--- src/rtl/dacs_pkg.sv ---
package dacs_pkg;

  typedef enum logic [2:0] {
    ST_IDLE  = 3'd0,
    ST_LEAD  = 3'd1,
    ST_SHIFT = 3'd2,
    ST_GAP   = 3'd3,
    ST_TAIL  = 3'd4,
    ST_WAIT  = 3'd5,
    ST_LOAD  = 3'd6
  } dacs_state_e;

  function automatic int unsigned dacs_max(input int unsigned a, input int unsigned b);
    return (a > b) ? a : b;
  endfunction

endpackage

--- src/rtl/dacs_divider.sv ---
module dacs_divider #(
  parameter int unsigned CNT_W = 3
) (
  input  logic             clk,
  input  logic             rst_n,
  input  logic             hold,
  input  logic [CNT_W-1:0] limit,
  output logic             tick
);

  logic [CNT_W-1:0] cnt_q, cnt_d;
  logic             cnt_en;

  assign tick   = !hold && (cnt_q == limit);
  assign cnt_en = 1'b1;

  always_comb begin
    if (hold || tick) begin
      cnt_d = '0;
    end else begin
      cnt_d = cnt_q + 1'b1;
    end
  end

  always_ff @(posedge clk or negedge rst_n) begin
    if (!rst_n) begin
      cnt_q <= '0;
    end else if (cnt_en) begin
      cnt_q <= cnt_d;
    end
  end

endmodule

--- src/rtl/dacs_shifter.sv ---
module dacs_shifter #(
  parameter int unsigned DATA_W  = 12,
  parameter int unsigned FRAME_W = 16
) (
  input  logic              clk,
  input  logic              rst_n,
  input  logic              load,
  input  logic              shift,
  input  logic [DATA_W-1:0] data,
  output logic              bit_out
);

  localparam int unsigned PAD_W = FRAME_W - DATA_W;

  logic [FRAME_W-1:0] sr_q, sr_d;
  logic               sr_en;

  assign sr_en   = load || shift;
  assign bit_out = sr_q[FRAME_W-1];

  generate
    if (PAD_W > 0) begin : g_pad
      always_comb begin
        if (load) begin
          sr_d = {{PAD_W{1'b0}}, data};
        end else begin
          sr_d = {sr_q[FRAME_W-2:0], 1'b0};
        end
      end
    end else begin : g_nopad
      always_comb begin
        if (load) begin
          sr_d = data[FRAME_W-1:0];
        end else begin
          sr_d = {sr_q[FRAME_W-2:0], 1'b0};
        end
      end
    end
  endgenerate

  always_ff @(posedge clk or negedge rst_n) begin
    if (!rst_n) begin
      sr_q <= '0;
    end else if (sr_en) begin
      sr_q <= sr_d;
    end
  end

endmodule

--- src/rtl/dac_serial_tx.sv ---
module dac_serial_tx
  import dacs_pkg::*;
#(
  parameter int unsigned DATA_W    = 12,
  parameter int unsigned FRAME_W   = 16,
  parameter int unsigned BURST_W   = 8,
  parameter int unsigned HALF_DIV  = 2,
  parameter int unsigned LOAD_CLKS = 3
) (
  input  logic              clk,
  input  logic              rst_n,
  input  logic              in_valid,
  output logic              in_ready,
  input  logic [DATA_W-1:0] in_data,
  input  logic              byte_mode,
  input  logic              defer_load,
  output logic              sclk,
  output logic              sdata,
  output logic              sync_n,
  output logic              load_pulse
);

  localparam int unsigned MAXV  = dacs_max(2 * HALF_DIV, LOAD_CLKS);
  localparam int unsigned CNT_W = $clog2(MAXV + 1);
  localparam int unsigned BIT_W = $clog2(FRAME_W + 1);
  localparam logic [CNT_W-1:0] HALF_LIM = CNT_W'(HALF_DIV - 1);
  localparam logic [CNT_W-1:0] WAIT_LIM = CNT_W'(2 * HALF_DIV - 1);
  localparam logic [CNT_W-1:0] LOAD_LIM = CNT_W'(LOAD_CLKS - 1);
  localparam logic [BIT_W-1:0] LAST_BIT = BIT_W'(FRAME_W - 1);
  localparam logic [BIT_W-1:0] BURST_END = BIT_W'(BURST_W - 1);

  dacs_state_e      state_q, state_d;
  logic [BIT_W-1:0] bits_q, bits_d;
  logic             byte_q, byte_d;
  logic             defer_q, defer_d;
  logic             sclk_q, sclk_d;
  logic             sync_q, sync_d;
  logic             load_q, load_d;
  logic             sh_load, sh_shift;
  logic             tick;
  logic             hold;
  logic [CNT_W-1:0] limit;
  logic             ctl_en;

  assign hold   = (state_q == ST_IDLE);
  assign ctl_en = 1'b1;

  always_comb begin
    case (state_q)
      ST_WAIT: limit = WAIT_LIM;
      ST_LOAD: limit = LOAD_LIM;
      default: limit = HALF_LIM;
    endcase
  end

  dacs_divider #(
    .CNT_W (CNT_W)
  ) u_div (
    .clk   (clk),
    .rst_n (rst_n),
    .hold  (hold),
    .limit (limit),
    .tick  (tick)
  );

  dacs_shifter #(
    .DATA_W  (DATA_W),
    .FRAME_W (FRAME_W)
  ) u_shift (
    .clk     (clk),
    .rst_n   (rst_n),
    .load    (sh_load),
    .shift   (sh_shift),
    .data    (in_data),
    .bit_out (sdata)
  );

  always_comb begin
    state_d  = state_q;
    bits_d   = bits_q;
    byte_d   = byte_q;
    defer_d  = defer_q;
    sclk_d   = sclk_q;
    sync_d   = sync_q;
    load_d   = load_q;
    sh_load  = 1'b0;
    sh_shift = 1'b0;
    case (state_q)
      ST_IDLE: begin
        if (in_valid) begin
          state_d = ST_LEAD;
          sync_d  = 1'b0;
          sh_load = 1'b1;
          bits_d  = '0;
          byte_d  = byte_mode;
          defer_d = defer_load;
        end
      end
      ST_LEAD: begin
        if (tick) begin
          sclk_d  = 1'b0;
          state_d = ST_SHIFT;
        end
      end
      ST_SHIFT: begin
        if (tick) begin
          if (!sclk_q) begin
            sclk_d   = 1'b1;
            sh_shift = 1'b1;
            bits_d   = bits_q + 1'b1;
            if (bits_q == LAST_BIT) begin
              state_d = ST_TAIL;
            end else if (byte_q && (bits_q == BURST_END)) begin
              state_d = ST_GAP;
            end
          end else begin
            sclk_d = 1'b0;
          end
        end
      end
      ST_GAP: begin
        if (tick) begin
          state_d = ST_SHIFT;
        end
      end
      ST_TAIL: begin
        if (tick) begin
          sync_d  = 1'b1;
          state_d = defer_q ? ST_WAIT : ST_IDLE;
        end
      end
      ST_WAIT: begin
        if (tick) begin
          load_d  = 1'b1;
          state_d = ST_LOAD;
        end
      end
      ST_LOAD: begin
        if (tick) begin
          load_d  = 1'b0;
          state_d = ST_IDLE;
        end
      end
      default: begin
        state_d = ST_IDLE;
        sclk_d  = 1'b1;
        sync_d  = 1'b1;
        load_d  = 1'b0;
      end
    endcase
  end

  always_ff @(posedge clk or negedge rst_n) begin
    if (!rst_n) begin
      state_q <= ST_IDLE;
      bits_q  <= '0;
      byte_q  <= 1'b0;
      defer_q <= 1'b0;
      sclk_q  <= 1'b1;
      sync_q  <= 1'b1;
      load_q  <= 1'b0;
    end else if (ctl_en) begin
      state_q <= state_d;
      bits_q  <= bits_d;
      byte_q  <= byte_d;
      defer_q <= defer_d;
      sclk_q  <= sclk_d;
      sync_q  <= sync_d;
      load_q  <= load_d;
    end
  end

  assign in_ready   = (state_q == ST_IDLE);
  assign sclk       = sclk_q;
  assign sync_n     = sync_q;
  assign load_pulse = load_q;

endmodule

--- config.mk ---
export PLATFORM = sky130hd
export DESIGN_NAME = dac_serial_tx
export DESIGN_NICKNAME = d
export VERILOG_FILES = /design/src/rtl/dacs_pkg.sv /design/src/rtl/dacs_divider.sv /design/src/rtl/dacs_shifter.sv /design/src/rtl/dac_serial_tx.sv
export SDC_FILE = /design/constraint.sdc
export NUM_CORES = 1
export LEC_CHECK = 0
export BUFFER_PORTS_ARGS = -buffer_cell sky130_fd_sc_hd__buf_2
export CORE_UTILIZATION = 59
export CTS_BUF_LIST = sky130_fd_sc_hd__clkbuf_4 sky130_fd_sc_hd__clkbuf_8
export DETAILED_ROUTE_END_ITERATION = 10
export GPL_ROUTABILITY_DRIVEN = 0
export PLACE_DENSITY = 0.93
export RECOVER_POWER = 100
export SLEW_MARGIN = 20
export SYNTH_ARGS = -nofsm -noshare
export SYNTH_HDL_FRONTEND = slang
export SYNTH_HIERARCHICAL = 1
export SYNTH_SLANG_ARGS = --single-unit
--- constraint.sdc ---
create_clock -name clk -period 2.85 [get_ports clk]
set_input_delay 0.57 -clock clk [delete_from_list [all_inputs] [get_ports clk]]
set_output_delay 0.57 -clock clk [all_outputs]
set_load 0.01 [all_outputs]
==> impl_metrics.tcl, run 1 <==
set metrics [dict create \
    synth_ff_type "dfrtp_1" \
    status "complete, but fails checks" \
    synth_commonest_cells "dfrtp_1 (30), nand2_1 (17), mux2i_1 (16), o21ai_0 (16), nor2_1 (11)" \
    power.total_mw 1.31 \
    cts_tree "done" \
    portBuffers 21 \
    setup_violations 0 \
    cts.repair.resized 0 \
    cts.sinks 32 \
    cts_made_buffers 5 \
    wl_per_cell_um 15.8 \
    skew_ps 10.6 \
    ioPinCount 22 \
    setup-tns-final_ps 0 \
    fp.dieW_um 55.5 \
    powerDensity_nw_per_um2 706 \
    hold_viol 0 \
    start_util 0.617 \
    dp_slack_ps 262 \
    syn_area_um2 1690 \
    yosys_warnings 6 \
    avgSynthCellArea_um2 10.4 \
    synth_edf_count 0 \
    finalCritPeriodShare 0.924 \
    final_area_um2 1860 \
    dieArea_um2 3080 \
    layout_min_cycle_time_ps 2630 \
    leakage_nw 0.789 \
    drt_iter0_markers 69 \
    via_count 1274 \
    r2r-end "u_shift/sr_q[8]" \
    slew-limit-headroom -0.130 \
    drv_cap 1 \
    synth.largest_area_cell "dfrtp_1" \
    worstHoldStart "in_data[0]" \
    tightest_slew_ps 1690 \
    rsz0062_at_grt "no" \
    arrival_ps 2850 \
    via_per_inst 5.93 \
    place_area_um2 1790 \
    synth_seq_area_share 0.476 \
    route.detailed.drc 0 \
    core_area_um2 2730 \
    layout.nets 203 \
    maxClockFrequency_mhz 380 \
    synthDistinctLibCells 44 \
    cp_slowest_stage_delay_ps 590 \
    rows 19 \
    cts-root-buf "clkbuf_4" \
    synth-seq-cells 32 \
    syn_inst 162 \
    critPathRequiredTime_ps 3070 \
    cts_hold_buf 0 \
    wl_um 3390 \
    cp-start-kind "flip-flop" \
    cts_setup_buffers 0 \
    r2r_slack_ps 220 \
    grt_max_degree 34 \
    hold_depth 3 \
    grt_pass1_vias 1279 \
    crit_path_end_kind "flip-flop" \
    min_path_type "primary input to flip-flop" \
    path_class "flip-flop to flip-flop" \
    syn_nets 182 \
    cp_slowest_cell "dfrtp_1" \
    crit_chain "inv_1, nor2_1, xnor2_1, and4b_2, and3b_1, nand2_1, inv_1, buf_12, mux2i_1, o21ai_0" \
    ff2ff_path_depth 10 \
    fin_util 0.679 \
    grt_pass1_wl_um 5920 \
    worst_slack_ps 217 \
    cts_buffer_depth 2 \
    min_to "u_shift/sr_q[0]" \
    synth.area.top_cells "dfrtp_1 (44%), mux2i_1 (9.5%), o21ai_0 (4.7%)" \
    diodes 0 \
    dr.pass1.iters 4 \
    die_h_um 55.5 \
    clk_pin_slew_ps 110 \
    ir_drop_mv 0.551 \
    synth_top_area_share 0.445 \
    dp_hpwl_um 2380 \
    failed_checks "capacitance limit, slew limit" \
    crit_path_frequent_cell "inv_1" \
    drive_gt1_frac 0.190 \
    timing.rr.start "state_q[2]" \
    slew_violations 33 \
    clock_latency_ps 340 \
    yosysMostFrequentCell "dfrtp_1" \
    htreeDepth 2 \
    grt_antenna_before_repair 0 \
    syn_to_final_growth_pct 9.93 \
    ant_nets 0 \
    crit_fanout 17 \
    synthArstFlopShare 1.00 \
    grt_usage 0.250 \
    grt_overflow 0 \
]
[layer usage]
metal | share of wire | up-vias | global-route usage
li1 | - | 614 | -
met1 | 0.43 | 603 | 0.318
met2 | 0.49 | 45 | 0.392
met3 | 0.057 | 12 | 0.0890
met4 | 0.024 | 0 | 0.0929
met5 | 0 | - | 0
[flip-flops by register name, summed over array words and instances, names as in the netlist]
name	flops
u_div/cnt_q	3
state_q	3
bits_q	5
u_shift/sr_q	16
load_pulse	1
byte_q	1
sync_n	1
sclk	1
defer_q	1
[through the flow]
| stage | hold slack [ps] | std cells |
|---|---|---|
| after detailed placement | 497 | 207 |
| final | 434 | 215 |
| after global placement | 481 | 207 |
| after global routing | 418 | 215 |
| after floorplan | 274 | 162 |
| after CTS | 277 | 215 |
[worst max-delay path by stage]
stage,startpoint,end,depth (start not counted)
after floorplan,state_q[1],u_shift/sr_q[10],13
after global placement,state_q[0],u_shift/sr_q[4],10
after detailed placement,state_q[2],u_shift/sr_q[3],10
after CTS,state_q[2],u_shift/sr_q[3],10
after global routing,state_q[2],u_shift/sr_q[8],10
final,state_q[2],u_shift/sr_q[8],10
[logic make-up (layout without fill, tap and decap cells)]
logic type | Yosys count | in the layout | share of synthesized area
multiplexers | 18 | 18 | 0.108
flip-flops | 32 | 32 | 0.476
adder cells (fa/ha/maj) | 3 | 3 | 0.0222
buffers and inverters | 16 | 38 | 0.0563
XOR/XNOR | 7 | 7 | 0.0363
AND/OR/NAND/NOR | 45 | 45 | 0.145
other | 1 | 1 | 0.00222
AO/OA/AOI/OAI | 40 | 40 | 0.153
[layout by cell type (no fill, tap or decap), drive strengths merged, types with 2 or more instances in the layout]
| master | n |
|---|---|
| a311oi | 3 |
| xnor2 | 6 |
| o211ai | 2 |
| buf | 19 |
| nand3b | 2 |
| inv | 7 |
| nand3 | 3 |
| a22o | 2 |
| mux2 | 2 |
| dfrtp | 30 |
| o21ai | 24 |
| nand2 | 17 |
| nor2 | 12 |
| nand2b | 2 |
| a211oi | 2 |
| clkbuf | 9 |
| nor2b | 2 |
| ha | 3 |
| dfstp | 2 |
| mux2i | 16 |
[final cells by class]
class / instances / area, µm²
clock buffer: 5 / 37.5
clock inverter: 3 / 42.5
fill: 215 / 878
inverter: 7 / 26.3
multi-input combinational: 114 / 779
sequential: 32 / 803
tap: 31 / 38.8
timing repair buffer: 23 / 128
[where the power goes]
group | switching (mW) | internal [mW] | total (mW)
logic | 0.145 | 0.130 | 0.275
registers | 0.104 | 0.582 | 0.687
clock network | 0.164 | 0.183 | 0.347
total | 0.414 | 0.896 | 1.31
[worst max-delay path, delay by kind of cell, from the launching register on]
family	cells	cell delay, ps
compound gates	1	110
xor+xnor	1	200
buf+inv	3	450
simple gates	4	920
mux	1	230
flops	1	590
No activity file was read; power rests on OpenSTA's default activity.
==> run 2: changes to the inputs <==
--- a/config.mk
+++ b/config.mk
@@ -5,13 +5,14 @@
 export SDC_FILE = /design/constraint.sdc
 export NUM_CORES = 1
 export LEC_CHECK = 0
-export BUFFER_PORTS_ARGS = -buffer_cell sky130_fd_sc_hd__buf_2
-export CORE_UTILIZATION = 59
+export CORE_UTILIZATION = 65
 export CTS_BUF_LIST = sky130_fd_sc_hd__clkbuf_4 sky130_fd_sc_hd__clkbuf_8
 export DETAILED_ROUTE_END_ITERATION = 10
+export DONT_BUFFER_PORTS = 1
 export GPL_ROUTABILITY_DRIVEN = 0
 export PLACE_DENSITY = 0.93
 export RECOVER_POWER = 100
+export SETUP_SLACK_MARGIN = 0.15
 export SLEW_MARGIN = 20
 export SYNTH_ARGS = -nofsm -noshare
 export SYNTH_HDL_FRONTEND = slang
==> run 2 against run 1 <==
Effect of this change: the flow still finishes with violations (capacitance limit, slew limit); critical path depth unchanged; register-to-register slack improved by 50 ps; sequential share of layout area increased by 1.5 points; die area decreased by 8.9%; first-iteration DRC count decreased by 67%; sequential cell count unchanged; utilization increased by 5.4 points; power increased by 2.0%; hold slack got worse by 370 ps; clock power increased by 13%; count of clock-buffer cells in the layout increased by 2; largest cell class unchanged; highest routed layer unchanged.
==> impl_metrics.tcl, run 2 (synthesized netlist as in run 1, its figures left out) <==
set metrics [dict create \
    status "complete, but fails checks" \
    failed_checks "capacitance limit, slew limit" \
    via_count 1224 \
    final_common_cell "dfrtp_1" \
    start_util 0.688 \
    maxClockFrequency_mhz 388 \
    slew-limit-headroom -0.0482 \
    seqPwrFrac 0.520 \
    htreeDepth 2 \
    grt_pass1_vias 1230 \
    ioPinCount 22 \
    crit_fanout 17 \
    cp-startpoint "state_q[0]" \
    switchingPower_uw 401 \
    skew_ps 17.3 \
    cts.sinks 32 \
    layout_min_cycle_time_ps 2580 \
    r2r-end "u_shift/sr_q[3]" \
    core_area_um2 2450 \
    fp.dieW_um 53.0 \
    slew_violations 31 \
    wl_per_cell_um 16.7 \
    most-common-layout-cells "dfrtp_1 (29), nand2_1 (17), o21ai_0 (16), mux2i_1 (16), nor2_1 (11)" \
    dieArea_um2 2800 \
    finalCritPeriodShare 0.905 \
    pwr-share-comb 0.187 \
    path_class "flip-flop to flip-flop" \
    min_path_type "primary input to asynchronous set/reset pin" \
    cp_slowest_stage_delay_ps 510 \
    portBuffers 0 \
    arrival_ps 2750 \
    diodes 0 \
    grt_usage 0.271 \
    largest_reg_flops 16 \
    leakage_nw 0.747 \
    crit_path_frequent_cell "inv_1" \
    setup-tns-final_ps 0 \
    largest_registers "u_shift/sr_q x16, bits_q x5" \
    grt_pass1_wl_um 5250 \
    r2r_slack_ps 270 \
    grt_overflow 0 \
    timing.rr.start "state_q[0]" \
    tightest_slew_ps 1570 \
    cts_buffer_depth 2 \
    hold_viol 0 \
    ant_nets 0 \
    ir_drop_mv 0.753 \
    grt_max_degree 34 \
    dp_hpwl_um 2170 \
    powerDensity_nw_per_um2 743 \
    top_register "u_shift/sr_q" \
    cp-start-kind "flip-flop" \
    cts_tree "done" \
    dr.pass1.iters 4 \
    wl_um 3300 \
    clk_pin_slew_ps 100 \
    setup_violations 0 \
    p_sw_frac 0.300 \
    drive_gt1_frac 0.143 \
    via_per_inst 6.18 \
    route.detailed.drc 0 \
    cp_slowest_cell "dfrtp_1" \
    drv_cap 1 \
    internal_power_uw 934 \
    rsz0062_at_grt "no" \
    cts_made_buffers 5 \
    clock_latency_ps 350 \
    layout.nets 187 \
    grt_antenna_before_repair 0 \
    ff2ff_path_depth 10 \
    crit_path_end_kind "flip-flop" \
    p_clk_frac 0.293 \
    critPathRequiredTime_ps 3020 \
    die_h_um 53.0 \
    cts-root-buf "clkbuf_4" \
    crit_chain "inv_1, nand3_1, xnor2_1, and4b_2, and3b_1, nand2_1, inv_1, buf_12, mux2i_1, o21ai_0" \
    syn_to_final_growth_pct 6.52 \
    drt_iter0_markers 23 \
    rows 18 \
    fin_util 0.732 \
]
[run 2: critical path: cells and delay by family (launching register included)]
kind                      cells  cell delay, ps
AOI/OAI and AO/OA             1             100
xor gates and xnor gates      1             330
buffers and inverters         3             440
DFF                           1             510
muxes                         1             180
and+or+nand+nor               4             860
[run 2: timing repair]
action                                  4_1_cts  5_1_grt
endpoints found under the setup margin        0       15
resized for setup                             0        1
endpoints found under the hold margin        30        0
buffers inserted                              0        3
hold buffers                                  1        0
[run 2: through the flow]
stage / cells / total power, mW / hold slack, ps / instance area (µm²) / setup slack [ps]
finish: 198 / 1.34 / 59.6 / 1800 / 270
global route: 198 / 1.41 / 40.5 / 1800 / 52.7
CTS: 195 / 1.34 / 21.2 / 1810 / 256
detailed placement: 186 / 0.940 / 275 / 1690 / 257
global placement: 186 / 0.908 / 275 / 1690 / 394
floorplan: 162 / 0.869 / 274 / 1690 / 413
[run 2: area by class of cell]
| class | instances | area (µm²) |
|---|---|---|
| flip-flops and latches | 32 | 805 |
| multi-input cells | 114 | 773 |
| fillers | 165 | 657 |
| clock buffers | 7 | 65.1 |
| repair buffers | 7 | 61.3 |
| well taps | 30 | 37.5 |
| clock inverters | 1 | 30.0 |
| inverters | 7 | 26.3 |
[run 2: how the worst max path moves through the flow]
stage	slack, ps	cells past startpoint	end
after floorplan	410	13	u_shift/sr_q[10]
after global placement	390	10	u_shift/sr_q[2]
after detailed placement	260	10	u_shift/sr_q[1]
after CTS	260	10	u_shift/sr_q[1]
after global routing	50	10	u_shift/sr_q[2]
final	270	10	u_shift/sr_q[3]
[run 2: power groups by stage]
stage	Clock, mW	Sequential [mW]	Combinational, mW
6_report	0.392	0.694	0.249
5_1_grt	0.417	0.712	0.282
4_1_cts	0.398	0.694	0.250
3_5_place_dp	0	0.702	0.239
3_3_place_gp	0	0.689	0.218
2_1_floorplan	0	0.667	0.203
[run 2: routing by layer]
layer / part of all wire / up-vias / GRT usage / wire length (µm)
li1: - / 577 / - / -
met1: 0.44 / 601 / 0.320 / 1460
met2: 0.48 / 39 / 0.430 / 1600
met3: 0.056 / 7 / 0.0718 / 184
met4: 0.020 / 0 / 0.175 / 65
met5: 0 / - / 0 / 0
==> run 3: changes to the inputs <==
--- a/config.mk
+++ b/config.mk
@@ -5,12 +5,12 @@
 export SDC_FILE = /design/constraint.sdc
 export NUM_CORES = 1
 export LEC_CHECK = 0
-export CORE_UTILIZATION = 65
+export CORE_UTILIZATION = 60
 export CTS_BUF_LIST = sky130_fd_sc_hd__clkbuf_4 sky130_fd_sc_hd__clkbuf_8
 export DETAILED_ROUTE_END_ITERATION = 10
 export DONT_BUFFER_PORTS = 1
 export GPL_ROUTABILITY_DRIVEN = 0
-export PLACE_DENSITY = 0.93
+export PLACE_DENSITY = 0.88
 export RECOVER_POWER = 100
 export SETUP_SLACK_MARGIN = 0.15
 export SLEW_MARGIN = 20
==> run 3 against run 2 <==
Effect of this change: the run still ends with capacitance limit, slew limit left; sequential power is 0.6% higher; clock skew is 12 ps lower; via count is 1.7% lower; hold slack worse by 2.3 ps; critical path type unchanged.
==> impl_metrics.tcl, run 3 (synthesized netlist as in run 1, its figures left out) <==
set metrics [dict create \
    drv_cap 1 \
    core_area_um2 2570 \
    min_path_type "primary input to asynchronous set/reset pin" \
    ir_drop_mv 0.634 \
    p_sw_frac 0.316 \
    ioPinCount 22 \
    maxClockFrequency_mhz 398 \
    r2r_slack_ps 340 \
    grt_overflow 0 \
    dieArea_um2 3030 \
    htreeDepth 2 \
    crit_path_end_kind "flip-flop" \
    cp-start-kind "flip-flop" \
    route.detailed.drc 0 \
    dp_slack_ps 278 \
    top_register "u_shift/sr_q" \
    wl_per_cell_um 16.7 \
    syn_to_final_growth_pct 4.74 \
    cp_slowest_cell "dfrtp_2" \
    grt_usage 0.240 \
    skew_ps 4.88 \
    cp_slowest_stage_delay_ps 490 \
    hold_viol 0 \
    grt_antenna_before_repair 0 \
    path_class "flip-flop to flip-flop" \
    r2r-end "u_shift/sr_q[8]" \
    switchingPower_uw 409 \
    drt_iter0_markers 25 \
    final_common_cell "dfrtp_1" \
    crit_end "u_shift/sr_q[8]" \
    failed_checks "capacitance limit, slew limit" \
    rsz0062_at_grt "no" \
    cts_tree "done" \
    critPathRequiredTime_ps 3030 \
    status "complete, but fails checks" \
    cp-startpoint "state_q[0]" \
    dr.pass1.iters 4 \
    layout_min_cycle_time_ps 2510 \
    setup_violations 0 \
    crit_fanout 17 \
    largest_reg_flops 16 \
    worst_slack_ps 339 \
    grt_max_degree 34 \
    crit_chain "xnor2_1, nor2_1, xnor2_2, and4b_2, and3b_1, nand2_1, inv_1, buf_12, mux2i_1, o21ai_0" \
    fp.dieW_um 55.0 \
    clk_pin_slew_ps 100 \
    seqPwrFrac 0.540 \
    dp_hpwl_um 2150 \
    clock_latency_ps 340 \
    start_util 0.657 \
    diodes 0 \
    grt_pass1_wl_um 4780 \
    slew-limit-headroom -0.0235 \
    setup-tns-final_ps 0 \
    cts_made_buffers 5 \
    p_clk_frac 0.266 \
    pwr-share-comb 0.194 \
    arrival_ps 2690 \
    ff2ff_path_depth 10 \
    layout.nets 184 \
    rows 18 \
    powerDensity_nw_per_um2 732 \
    slew_violations 31 \
    via_per_inst 6.17 \
    die_h_um 55.0 \
    cts-root-buf "clkbuf_4" \
    cts.sinks 32 \
    timing.rr.start "state_q[0]" \
    largest_registers "u_shift/sr_q x16, bits_q x5" \
    internal_power_uw 886 \
    via_count 1203 \
    leakage_nw 0.723 \
    portBuffers 0 \
    most-common-layout-cells "dfrtp_1 (28), o21ai_0 (23), nand2_1 (17)" \
    grt_pass1_vias 1118 \
    finalCritPeriodShare 0.881 \
    drive_gt1_frac 0.133 \
    tightest_slew_ps 1540 \
    ant_nets 0 \
    cts_buffer_depth 2 \
    wl_um 3250 \
]
==> run 3: changes by cell type in the layout (fill, tap and decap cells not counted), moves of 2 or more <==
cell      previous run  this run
o21ai_0             16        23
o21ai_1              7         0
buf_4                5         1
clkbuf_8             2         0
xnor2_1              6         4
xnor2_2              0         2
==> run 3: final cells by class <==
cell class,instances,area [µm²]
inverters,7,26.3
well taps,30,37.5
clock inverters,3,42.5
repair buffers,4,35.0
fillers,176,800
flip-flops and latches,32,806
multi-input cells,114,783
clock buffers,5,37.5
==> run 3: critical path, delay by kind of cell (launching register included) <==
family / cells / cell delay, ps
multiplexers: 1 / 210
AND/OR/NAND/NOR: 4 / 810
buffers and inverters: 2 / 280
flip-flops: 1 / 490
XOR/XNOR: 2 / 440
AO/OA/AOI/OAI: 1 / 110
==> run 3: routing by layer <==
metal  up-vias  global-route usage  share of wire
met3         8              0.0820          0.054
met5         -                   0              0
met2        27               0.396           0.48
met1       595               0.263           0.44
li1        573                   -              -
met4         0               0.154          0.022
==> run 3: stage by stage <==
step | instances | hold WS (ps) | power [mW] | utilization | instance area, µm²
after floorplan | 162 | 274 | 0.869 | - | 1690
after global placement | 186 | 275 | 0.912 | 0.659 | 1690
after detailed placement | 186 | 275 | 0.943 | 0.659 | 1690
after CTS | 195 | 31.2 | 1.30 | 0.698 | 1790
after global routing | 195 | 40.1 | 1.37 | 0.689 | 1770
final | 195 | 57.2 | 1.29 | 0.689 | 1770
==> run 3: how the worst min path moves through the flow <==
stage                      endpoint  slack (ps)  cells past startpoint
floorplan                 bits_q[0]         270                      0
global placement    u_shift/sr_q[0]         270                      0
detailed placement  u_shift/sr_q[0]         280                      0
CTS                 u_shift/sr_q[9]          30                      1
global route                 sync_n          40                      0
finish                         sclk          60                      0
==> run 3: repair_timing <==
item,in CTS,in global routing
setup endpoints to repair,0,15
hold buffers,1,0
endpoints found under the hold margin,30,0
gates resized for setup,0,4
setup buffers,0,0
==> run 3: power groups by stage <==
stage | clock network (mW) | logic, mW | registers, mW
global placement | 0 | 0.220 | 0.692
detailed placement | 0 | 0.240 | 0.703
global route | 0.368 | 0.285 | 0.717
CTS | 0.351 | 0.255 | 0.696
finish | 0.345 | 0.252 | 0.698
floorplan | 0 | 0.203 | 0.667
